### src/rtl/cfgcmd_pkg.sv
package cfgcmd_pkg;

  typedef enum logic [1:0] {
    SEL_NONE = 2'd0,
    SEL_DATA = 2'd1,
    SEL_CMD  = 2'd2,
    SEL_STAT = 2'd3
  } reg_sel_e;

  localparam int CMD_W      = 32;
  localparam int STAT_W     = 2;
  localparam int NUM_CMDS   = 2;

  // bits cleared on every command store
  localparam logic [CMD_W-1:0] CMD_STORE_MASK = ~(32'h3 << 18);

  // recognised command encodings, index order fixes output order
  localparam logic [CMD_W-1:0] CMD_POWER_DOWN = 32'hC080_0000;
  localparam logic [CMD_W-1:0] CMD_RESTART    = 32'hC090_0000;

  localparam int STAT_DONE_BIT = 0;
  localparam int STAT_ERR_BIT  = 1;

endpackage

### src/rtl/cfgcmd_rst_sync.sv
module cfgcmd_rst_sync #(
  parameter int STAGES = 2
) (
  input  logic clk,
  input  logic rst_n,
  output logic rst_n_sync
);

  logic [STAGES-1:0] sync_q;

  always_ff @(posedge clk or negedge rst_n) begin
    if (!rst_n) begin
      sync_q <= '0;
    end else begin
      sync_q <= {sync_q[STAGES-2:0], 1'b1};
    end
  end

  assign rst_n_sync = sync_q[STAGES-1];

endmodule

### src/rtl/cfgcmd_decode.sv
module cfgcmd_decode
  import cfgcmd_pkg::*;
#(
  parameter int                ADDR_W     = 8,
  parameter int                STRAP_W    = 32,
  parameter int                ID_LSB     = 16,
  parameter int                ID_W       = 12,
  parameter logic [ID_W-1:0]   BOARD_SEL  = 12'h190,
  parameter logic [ADDR_W-1:0] OFS_DATA   = 8'hA0,
  parameter logic [ADDR_W-1:0] OFS_CMD    = 8'hA4,
  parameter logic [ADDR_W-1:0] OFS_STAT   = 8'hA8
) (
  input  logic [STRAP_W-1:0] strap_id,
  input  logic               acc_valid,
  input  logic               acc_write,
  input  logic [ADDR_W-1:0]  acc_addr,
  output logic               grp_en,
  output reg_sel_e           rd_sel,
  output logic               wr_data,
  output logic               wr_cmd,
  output logic               wr_stat,
  output logic               bad_hit
);

  localparam int ID_MSB = ID_LSB + ID_W - 1;

  reg_sel_e addr_sel;
  logic     live;

  always_comb begin
    unique case (acc_addr)
      OFS_DATA: addr_sel = SEL_DATA;
      OFS_CMD:  addr_sel = SEL_CMD;
      OFS_STAT: addr_sel = SEL_STAT;
      default:  addr_sel = SEL_NONE;
    endcase
  end

  assign grp_en = (strap_id[ID_MSB:ID_LSB] == BOARD_SEL);
  assign live   = acc_valid && grp_en && (addr_sel != SEL_NONE);

  always_comb begin
    rd_sel  = SEL_NONE;
    wr_data = 1'b0;
    wr_cmd  = 1'b0;
    wr_stat = 1'b0;
    if (live) begin
      if (acc_write) begin
        wr_data = (addr_sel == SEL_DATA);
        wr_cmd  = (addr_sel == SEL_CMD);
        wr_stat = (addr_sel == SEL_STAT);
      end else begin
        rd_sel = addr_sel;
      end
    end
  end

  assign bad_hit = acc_valid && !live;

endmodule

### src/rtl/cfgcmd_cmd.sv
module cfgcmd_cmd
  import cfgcmd_pkg::*;
(
  input  logic [CMD_W-1:0]  wr_word,
  output logic [CMD_W-1:0]  cmd_store,
  output logic [STAT_W-1:0] cmd_status,
  output logic              hit_power_down,
  output logic              hit_restart
);

  localparam logic [CMD_W-1:0] CODES [NUM_CMDS] = '{CMD_POWER_DOWN, CMD_RESTART};

  logic [NUM_CMDS-1:0] match;

  assign cmd_store = wr_word & CMD_STORE_MASK;

  for (genvar i = 0; i < NUM_CMDS; i++) begin : g_match
    assign match[i] = (cmd_store == CODES[i]);
  end

  assign hit_power_down = match[0];
  assign hit_restart    = match[1];

  always_comb begin
    cmd_status                = '0;
    cmd_status[STAT_DONE_BIT] = 1'b1;
    cmd_status[STAT_ERR_BIT]  = ~|match;
  end

endmodule

### src/rtl/cfgcmd_regs.sv
module cfgcmd_regs
  import cfgcmd_pkg::*;
#(
  parameter int DATA_W = 32
) (
  input  logic              clk,
  input  logic              rst_n,
  input  logic              wr_data,
  input  logic              wr_cmd,
  input  logic              wr_stat,
  input  logic              bad_hit,
  input  logic [DATA_W-1:0] wdata,
  input  logic [CMD_W-1:0]  cmd_store,
  input  logic [STAT_W-1:0] cmd_status,
  input  logic              hit_power_down,
  input  logic              hit_restart,
  output logic [DATA_W-1:0] data_q,
  output logic [CMD_W-1:0]  cmd_q,
  output logic [STAT_W-1:0] stat_q,
  output logic              pd_q,
  output logic              rs_q,
  output logic              bad_q
);

  logic [DATA_W-1:0] data_d;
  logic [CMD_W-1:0]  cmd_d;
  logic [STAT_W-1:0] stat_d;
  logic              data_en, cmd_en, stat_en;

  // next-state
  always_comb begin
    data_en = wr_data;
    data_d  = wdata;
    cmd_en  = wr_cmd;
    cmd_d   = cmd_store;
    stat_en = wr_cmd || wr_stat;
    stat_d  = wr_cmd ? cmd_status : wdata[STAT_W-1:0];
  end

  // storage with explicit enables
  always_ff @(posedge clk or negedge rst_n) begin
    if (!rst_n) begin
      data_q <= '0;
    end else if (data_en) begin
      data_q <= data_d;
    end
  end

  always_ff @(posedge clk or negedge rst_n) begin
    if (!rst_n) begin
      cmd_q <= '0;
    end else if (cmd_en) begin
      cmd_q <= cmd_d;
    end
  end

  always_ff @(posedge clk or negedge rst_n) begin
    if (!rst_n) begin
      stat_q <= '0;
    end else if (stat_en) begin
      stat_q <= stat_d;
    end
  end

  // single-cycle event outputs
  always_ff @(posedge clk or negedge rst_n) begin
    if (!rst_n) begin
      pd_q  <= 1'b0;
      rs_q  <= 1'b0;
      bad_q <= 1'b0;
    end else begin
      pd_q  <= wr_cmd && hit_power_down;
      rs_q  <= wr_cmd && hit_restart;
      bad_q <= bad_hit;
    end
  end

endmodule

### src/rtl/cfgcmd_ctrl.sv
module cfgcmd_ctrl
  import cfgcmd_pkg::*;
#(
  parameter int                ADDR_W    = 8,
  parameter int                DATA_W    = 32,
  parameter int                STRAP_W   = 32,
  parameter int                ID_LSB    = 16,
  parameter int                ID_W      = 12,
  parameter logic [ID_W-1:0]   BOARD_SEL = 12'h190,
  parameter logic [ADDR_W-1:0] OFS_DATA  = 8'hA0,
  parameter logic [ADDR_W-1:0] OFS_CMD   = 8'hA4,
  parameter logic [ADDR_W-1:0] OFS_STAT  = 8'hA8,
  parameter int                SYNC_STG  = 2
) (
  input  logic               clk,
  input  logic               rst_n,
  input  logic [STRAP_W-1:0] strap_id,
  input  logic               acc_valid,
  input  logic               acc_write,
  input  logic [ADDR_W-1:0]  acc_addr,
  input  logic [DATA_W-1:0]  acc_wdata,
  output logic [DATA_W-1:0]  acc_rdata,
  output logic               shutdown_req,
  output logic               reboot_req,
  output logic               bad_access
);

  logic              rst_n_s;
  logic              grp_en;
  reg_sel_e          rd_sel;
  logic              wr_data, wr_cmd, wr_stat, bad_hit;
  logic [CMD_W-1:0]  cmd_store;
  logic [STAT_W-1:0] cmd_status;
  logic              hit_power_down, hit_restart;
  logic [DATA_W-1:0] data_q;
  logic [CMD_W-1:0]  cmd_q;
  logic [STAT_W-1:0] stat_q;

  cfgcmd_rst_sync #(.STAGES(SYNC_STG)) u_rst (
    .clk        (clk),
    .rst_n      (rst_n),
    .rst_n_sync (rst_n_s)
  );

  cfgcmd_decode #(
    .ADDR_W    (ADDR_W),
    .STRAP_W   (STRAP_W),
    .ID_LSB    (ID_LSB),
    .ID_W      (ID_W),
    .BOARD_SEL (BOARD_SEL),
    .OFS_DATA  (OFS_DATA),
    .OFS_CMD   (OFS_CMD),
    .OFS_STAT  (OFS_STAT)
  ) u_dec (
    .strap_id  (strap_id),
    .acc_valid (acc_valid),
    .acc_write (acc_write),
    .acc_addr  (acc_addr),
    .grp_en    (grp_en),
    .rd_sel    (rd_sel),
    .wr_data   (wr_data),
    .wr_cmd    (wr_cmd),
    .wr_stat   (wr_stat),
    .bad_hit   (bad_hit)
  );

  cfgcmd_cmd u_cmd (
    .wr_word        (acc_wdata[CMD_W-1:0]),
    .cmd_store      (cmd_store),
    .cmd_status     (cmd_status),
    .hit_power_down (hit_power_down),
    .hit_restart    (hit_restart)
  );

  cfgcmd_regs #(.DATA_W(DATA_W)) u_regs (
    .clk            (clk),
    .rst_n          (rst_n_s),
    .wr_data        (wr_data),
    .wr_cmd         (wr_cmd),
    .wr_stat        (wr_stat),
    .bad_hit        (bad_hit),
    .wdata          (acc_wdata),
    .cmd_store      (cmd_store),
    .cmd_status     (cmd_status),
    .hit_power_down (hit_power_down),
    .hit_restart    (hit_restart),
    .data_q         (data_q),
    .cmd_q          (cmd_q),
    .stat_q         (stat_q),
    .pd_q           (shutdown_req),
    .rs_q           (reboot_req),
    .bad_q          (bad_access)
  );

  always_comb begin
    unique case (rd_sel)
      SEL_DATA: acc_rdata = data_q;
      SEL_CMD:  acc_rdata = DATA_W'(cmd_q);
      SEL_STAT: acc_rdata = DATA_W'(stat_q);
      default:  acc_rdata = '0;
    endcase
  end

endmodule

### config.mk
export PLATFORM = sky130hd
export DESIGN_NAME = cfgcmd_ctrl
export DESIGN_NICKNAME = d
export VERILOG_FILES = /design/src/rtl/cfgcmd_pkg.sv /design/src/rtl/cfgcmd_rst_sync.sv /design/src/rtl/cfgcmd_decode.sv /design/src/rtl/cfgcmd_cmd.sv /design/src/rtl/cfgcmd_regs.sv /design/src/rtl/cfgcmd_ctrl.sv
export SDC_FILE = /design/constraint.sdc
export NUM_CORES = 1
export LEC_CHECK = 0
export BUFFER_PORTS_ARGS = -buffer_cell sky130_fd_sc_hd__clkbuf_2
export CORE_UTILIZATION = 50
export DETAILED_ROUTE_END_ITERATION = 10
export PLACE_DENSITY_LB_ADDON = 0.15
export SETUP_SLACK_MARGIN = 0.15
export SLEW_MARGIN = 10
export SYNTH_ARGS = -nofsm -noshare
export SYNTH_HDL_FRONTEND = slang
export SYNTH_SLANG_ARGS = --single-unit
### constraint.sdc
create_clock -name clk -period 7.52 [get_ports clk]
set_input_delay 1.504 -clock clk [delete_from_list [all_inputs] [get_ports clk]]
set_output_delay 1.504 -clock clk [all_outputs]
set_load 0.02 [all_outputs]
* After elaboration in Yosys (flattened, before gate mapping)
Cells that the tools add are included.
** Cells by class
- Equal/unequal tests :: 12
- Reductions and logical operators :: 10
- Muxes and demuxes :: 11
** Operators with widths (count)
- one-hot mux 32 bit (3 select lines) :: 1
- equality test 30 bit, second input constant :: 2
- equality test 8 bit, second input constant :: 3
- equality test 12 x 9 -> 1 bit, second input constant :: 1
- equality test 2 bit, second input constant :: 4
- two-way mux 1 bit :: 6
- two-way mux 2 bit :: 3
- one-hot mux 2 bit (3 select lines) :: 1
- logical AND 1 bit :: 5
- equality test 2 x 1 -> 1 bit, second input constant :: 2
- logical NOT 1 bit :: 2
- nonzero test 2 bit :: 1
- OR reduction 2 bit :: 1
- logical OR 1 bit :: 1
** Storage, ports and cells
- Flip-flop bits (word level) :: 69
- Bits of input ports :: 76

* Logic depth before layout (Yosys ltp)
Gate-level depths: netlist (run 1).
- Depth after elaboration :: 7
- Mapped depth :: 7

* Cells and area by module
A second synthesis (run 1) with hierarchy kept.
** Second synthesis, totals
- Cells, all modules :: 265
- Area, all modules :: 3636.0 µm²
** Modules (own cells, without submodules)
- cfgcmd_regs :: cells each 149, area an instance 2648.8 µm², instances 1, seq. area each 1726.7 µm²
- cfgcmd_ctrl :: cells each 43, area an instance 415.4 µm², instances 1, seq. area each 0.0 µm²
- cfgcmd_cmd :: cells each 50, area an instance 364.1 µm², instances 1, seq. area each 0.0 µm²
- cfgcmd_decode :: cells each 20, area an instance 153.9 µm², instances 1, seq. area each 0.0 µm²
- cfgcmd_rst_sync :: cells each 3, area an instance 53.8 µm², instances 1, seq. area each 50.0 µm²

* Least setup slack after synthesis (run 1)
No wires, ideal clock.
- Path kind :: input -> output
- Start :: input strap_id[22]
- End :: output acc_rdata[15]
- Data required time :: 6.016 ns
- Setup slack :: 2.774 ns
- Buffers on the path :: 3
- Stages on the path :: 7
- Data arrival time :: 3.242 ns
- Cells stage by stage :: or3b_1 -> or2_1 -> buf_6 -> or4_1 -> buf_6 -> buf_6 -> nor2_1
** On the way
- Word-level cells in the longest chain between the ends :: 6
- Elaborated cells on any way between the ends :: 8
** Ends and longest elaborated chain
- start: declaration :: line cfgcmd_ctrl.sv:17 : input logic [STRAP_W-1:0] strap_id,
- equality test 12 x 9 -> 1 bit * :: line cfgcmd_decode.sv:39 : assign grp_en = (strap_id[ID_MSB:ID_LSB] == BOARD_SEL);
- logical AND 1 bit * (2 in series) :: line cfgcmd_decode.sv:40 : assign live = acc_valid && grp_en && (addr_sel != SEL_NONE);
- two-way mux 2 bit * :: line cfgcmd_decode.sv:47 : if (live) begin
- equality test 2 bit or equality test 2 x 1 -> 1 bit (tied branches) :: line cfgcmd_ctrl.sv:96 : unique case (rd_sel)
- one-hot mux 32 bit (3 select lines) * :: line cfgcmd_ctrl.sv:96
- end: declaration :: line cfgcmd_ctrl.sv:22 : output logic [DATA_W-1:0] acc_rdata,
Mark *: on every way between the ends. The rest lies on a longest branch, timed or not.

* Final worst setup path (run 1)
- Start :: input strap_id[22]
- End :: output acc_rdata[8]
The elaborated chain is that of the path after synthesis.

==> out/metrics.csv, run 1 <==
metric,value,unit
status,"finished, final reports clean",
layout_common_cells,"clkbuf_2, dfrtp_1, mux2_2",
num_vias,2365,
vias_per_cell,5.424,
layout-drive-gt1-share,0.4986,
max_cap_violations,0,
power_density,170.4,mW/mm^2
wire_per_inst,15.17,um
postRouteAntennaNets,0,
irDropWorstVdd,0.1575,mV
grt_pass1_wl,11030,um
grt_setup_unrepaired,false,
setup_viol,0,
worst_slack,2.615,ns
nets,430,
antenna_found_initial,0,
async_flop_share,1.000,
postCtsHoldBufs,0,
hold_start,u_rst.sync_q[0],
slew_headroom,0.4485,
ys_seq_area_frac,0.5165,
num_antenna_cells,0,
clockBufferDepth,2,
synth_area,0.003343,sq mm
cp.arrival,3.40,ns
grt.overflow.total,0,
rr_worst_depth,1,
grt_max_degree,68,
power,683.0,uW
ys_seq_elements,69,
cts_setup_buffers,0,
synth_cells,263,
cts-buffers-inserted,9,
cts.clk_slew.worst_paths,0.07,ns
regToRegSetupSlack,6.54,ns
place.gp.congestion,0.7820,
cts-resized-gates,0,
path_max_fanout,28,
whs,0.3531,ns
area_growth,19.91,%
start_util,0.5235,
synth_edf_count,0,
ys_warn_count,0,
hold_depth,0,
cp-start-kind,primary input,
dieWidth,83.77,um
dr.first_iter.drc_count,84,
grt_usage,0.2005,
dieHeight,83.77,um
clock-root-buffer,clkbuf_8,
period_needed,4.905,ns
grt_pass1_vias,2309,
die_area,0.007017,sq mm
drt-total-wl,6616,um
finalHoldViolations,0,
core_area,0.006386,sq mm
hpwl,4430,um
boundaryPins,111,
leakage,2.098,nW
synthDistinctLibCells,39,
io_buffers,90,
cts_tree,done,
min_to,u_rst.sync_q[1],
fin_skew,0.004756,ns
final.period_utilization,0.6523,
layout.cells.non_filler,436,
syn_nets,339,
final_common_cell,clkbuf_2,
synth-main-ff-cell,dfrtp_1,
crit_required,6.02,ns
rows,29,
avgSynthCellArea,12.71,sq um
hold_class,flip-flop to flip-flop,
firstDrtPassIters,4,
ctsHtreeMaxLevel,3,
tightest_slew,0.8273,ns
reg2reg_from,u_rst.sync_q[1],
remaining_drc_errors,0,
cp-end-kind,primary output,
setup-tns-final,0,ns
insertion_delay,0.33,ns
dp_cells,420,
clock_sinks,69,
max_freq,0.2039,GHz
critPathKind,primary input to primary output,
slew_viol_final,0,
r2r_end,u_regs.cmd_q[9],
post-place-ws,2.592,ns
## power breakdown
group	leakage [nW]	internal, mW	switching, mW	total [mW]
Combinational	1.05	0.0175	0.0252	0.0427
Sequential	0.957	0.372	0.000174	0.372
Clock	0.0921	0.136	0.132	0.268
## worst max-delay path: stages
cell,delay [ns]
clkbuf_2,0.08
or3b_1,0.41
or2_1,0.34
or4_1,0.42
buf_4,0.26
nor2_1,0.18
clkbuf_2,0.19
## flip-flops by register name, summed over array words and instances (netlist names)
name / cells
u_regs.data_q: 32
u_regs.cmd_q: 30
u_regs.stat_q: 2
u_rst.sync_q: 2
u_regs.bad_q: 1
u_regs.pd_q: 1
u_regs.rs_q: 1
## layout make-up
cell class	instances	area, sq um
clock inverter	4	22.52
multi-input combinational	178	1515
inverter	1	3.754
clock buffer	12	155.1
fill	537	2377
sequential	69	1728
tap	77	96.34
timing repair buffer	95	488.0
## cell usage after synthesis (all sizes together) (2+ instances only)
library cell	n	area, sq um
and3	2	12.51
nor4b	4	41.29
dfrtp	69	1727
nand4	5	31.28
nor4	5	31.28
and2	2	12.51
o21ai	2	10.01
buf	12	92.58
nor2b	4	25.02
nand2	5	18.77
nor3	5	41.29
and4	3	26.28
clkbuf	3	11.26
mux2i	30	300.3
mux2	63	709.4
nor2	33	131.4
## how the worst max path moves through the flow
stage / startpoint / endpoint / depth (start not counted)
after floorplan: strap_id[22] / acc_rdata[15] / 7
after global routing: strap_id[22] / acc_rdata[31] / 7
final: strap_id[22] / acc_rdata[8] / 7
after global placement: strap_id[22] / acc_rdata[31] / 7
after detailed placement: strap_id[22] / acc_rdata[23] / 7
after CTS: strap_id[22] / acc_rdata[23] / 7
## layer usage
metal | part of all wire | global-route usage | vias up
li1 | - | - | 1132
met1 | 0.49 | 0.2882 | 1158
met2 | 0.45 | 0.2993 | 66
met3 | 0.046 | 0.03462 | 9
met4 | 0.015 | 0.08783 | 0
met5 | 0 | 0 | -
## through the flow
| step | area (sq um) | util |
|---|---|---|
| after global placement | 3831 | 0.5999 |
| after detailed placement | 3831 | 0.5999 |
| after floorplan | 3343 | - |
| final | 4009 | 0.6277 |
| after global routing | 4009 | 0.6277 |
| after CTS | 4009 | 0.6277 |
## cell families after synthesis
family	share of synthesized area
AO/OA/AOI/OAI	0.01497
XOR/XNOR	0.002620
buffers and inverters	0.03218
flip-flops	0.5165
multiplexers	0.3020
other	0.001122
AND/OR/NAND/NOR	0.1306
No activity file was read; power rests on OpenSTA's default activity.
==> run 2: changes to the inputs <==
Clock period 7.52 ns to 4.94 ns, I/O delays scaled along.
==> out/metrics.csv, run 2 (synthesized netlist as in run 1, its figures left out) <==
metric,value,unit,change
status,"finished, final reports clean",,unchanged
cts-buffers-inserted,9,,unchanged
irDropWorstVdd,0.2061,mV,was 0.1575 mV
grt_setup_unrepaired,false,,unchanged
area_growth,22.04,%,was 19.91%
tightest_slew,0.7713,ns,was 0.8273 ns
nets,430,,unchanged
insertion_delay,0.34,ns,was 0.33 ns
dp_cells,420,,unchanged
clock-root-buffer,clkbuf_8,,unchanged
crit_start,strap_id[22],,unchanged
slew_viol_final,0,,unchanged
dr.first_iter.drc_count,53,,was 84
boundaryPins,111,,unchanged
antenna_found_initial,0,,unchanged
finalHoldViolations,0,,unchanged
whs,0.3087,ns,was 0.3531 ns
hold_class,flip-flop to async pin,,was flip-flop to flip-flop
layout.cells.non_filler,436,,unchanged
intPower,943.5,uW,was 525.4 uW
dieWidth,83.77,um,unchanged
cp-end-kind,primary output,,unchanged
power,1.191,mW,was 683.0 uW
postCtsHoldBufs,0,,unchanged
remaining_drc_errors,0,,unchanged
final_common_cell,clkbuf_2,,unchanged
cp-start-kind,primary input,,unchanged
clock_sinks,69,,unchanged
path_delay_family,simple AND/OR/NAND/NOR gates,,unchanged
wire_per_inst,15.25,um,was 15.17 um
num_antenna_cells,0,,unchanged
max_cap_violations,0,,unchanged
post-route-cell-area,0.004080,sq mm,was 0.004009 sq mm
setup-tns-final,0,ns,unchanged
leakage,2.130,nW,was 2.098 nW
regToRegSetupSlack,3.70,ns,was 6.54 ns
cp.buffers_inverters,3,,unchanged
rows,29,,unchanged
num_vias,2338,,was 2365
layout-drive-gt1-share,0.4986,,unchanged
post-place-ws,1.064,ns,was 2.592 ns
ctsHtreeMaxLevel,3,,unchanged
firstDrtPassIters,4,,unchanged
vias_per_cell,5.362,,was 5.424
period_needed,3.853,ns,
cts-resized-gates,0,,unchanged
dieHeight,83.77,um,unchanged
crit_top_cell,clkbuf_2,,unchanged
crit_chain,clkbuf_2 > or3b_1 > or2_1 > or4_1 > buf_4 > nor2_1 > clkbuf_2,,unchanged
cts.clk_slew.worst_paths,0.07,ns,about the same
grt_usage,0.2018,,was 0.2005
final_util,0.6389,,was 0.6277
p_sw,247.9,uW,was 157.6 uW
postRouteAntennaNets,0,,unchanged
crit_required,3.95,ns,was 6.02 ns
fin_skew,0.009028,ns,was 0.004756 ns
setup.worst_path.end,acc_rdata[8],,unchanged
clockBufferDepth,2,,unchanged
hpwl,4611,um,was 4430 um
setup_viol,0,,unchanged
final.period_utilization,0.7799,,
cts_setup_buffers,0,,unchanged
core_area,0.006386,sq mm,unchanged
combPwrFrac,0.051,,was 0.063
slew_headroom,0.4858,,was 0.4485
slowest_stage,or4_1,,unchanged
critPathKind,primary input to primary output,,unchanged
pwr-share-seq,0.479,,was 0.545
dpl-instance-area,0.003831,sq mm,unchanged
reg2reg_from,u_rst.sync_q[1],,unchanged
swShare,0.2081,,was 0.2307
cp.depth,7,,unchanged
rr_worst_depth,1,,unchanged
largest_reg_flops,32,,unchanged
critPathMaxStageDelay,0.43,ns,was 0.42 ns
place.gp.congestion,0.7494,,was 0.7820
grt_max_degree,37,,was 68
regMostFlops,u_regs.data_q,,unchanged
r2r_end,u_regs.data_q[19],,was u_regs.cmd_q[9]
grt_pass1_wl,10980,um,was 11030 um
worst_slack,1.087,ns,was 2.615 ns
p_clk_frac,0.470,,was 0.393
cts_tree,done,,unchanged
largestRegisters,"u_regs.data_q x32, u_regs.cmd_q x30",,unchanged
io_buffers,90,,unchanged
path_max_fanout,28,,unchanged
start_util,0.5235,,unchanged
max_freq,0.2596,GHz,
grt.overflow.total,0,,unchanged
cp.arrival,2.86,ns,was 3.40 ns
power_density,292.0,mW/mm^2,was 170.4 mW/mm^2
drt-total-wl,6649,um,was 6616 um
grt_pass1_vias,2322,,was 2309
layout_common_cells,"clkbuf_2, dfrtp_1, mux2_2",,unchanged
die_area,0.007017,sq mm,unchanged
## run 2: final cells by class
cell class / instances / area (sq um)
Clock buffer: 11 / 141.4
Tap cell: 77 / 96.34
Sequential cell: 69 / 1728
Inverter: 1 / 3.754
Timing Repair Buffer: 95 / 488.0
Multi-Input combinational cell: 178 / 1515
Clock inverter: 5 / 107.6
Fill cell: 543 / 2306
## run 2: power by group through the flow
stage	registers, mW	clock network [mW]	logic (mW)
after floorplan	0.585	0	0.0205
after global placement	0.582	0	0.0599
after detailed placement	0.582	0	0.0609
after CTS	0.571	0.574	0.0611
after global routing	0.572	0.597	0.0665
final	0.571	0.560	0.0605
## run 2: worst min-delay path by stage
| stage | start | cells after the start | slack (ns) | end |
|---|---|---|---|---|
| detailed placement | u_rst.sync_q[1] | 0 | 0.33 | u_regs.cmd_q[22] |
| floorplan | u_rst.sync_q[0] | 0 | 0.33 | u_rst.sync_q[1] |
| global route | u_rst.sync_q[0] | 0 | 0.36 | u_rst.sync_q[1] |
| finish | u_rst.sync_q[1] | 0 | 0.31 | u_regs.cmd_q[22] |
| CTS | u_rst.sync_q[1] | 0 | 0.34 | u_regs.cmd_q[22] |
| global placement | u_rst.sync_q[1] | 0 | 0.33 | u_regs.cmd_q[22] |
## run 2: metal layers
layer,GRT usage,up-vias,wire (um),share of wire
li1,-,1125,-,-
met1,0.2695,1141,3158,0.47
met2,0.3222,65,3102,0.47
met3,0.04748,7,308,0.046
met5,0,-,0,0
met4,0.07396,0,80,0.012
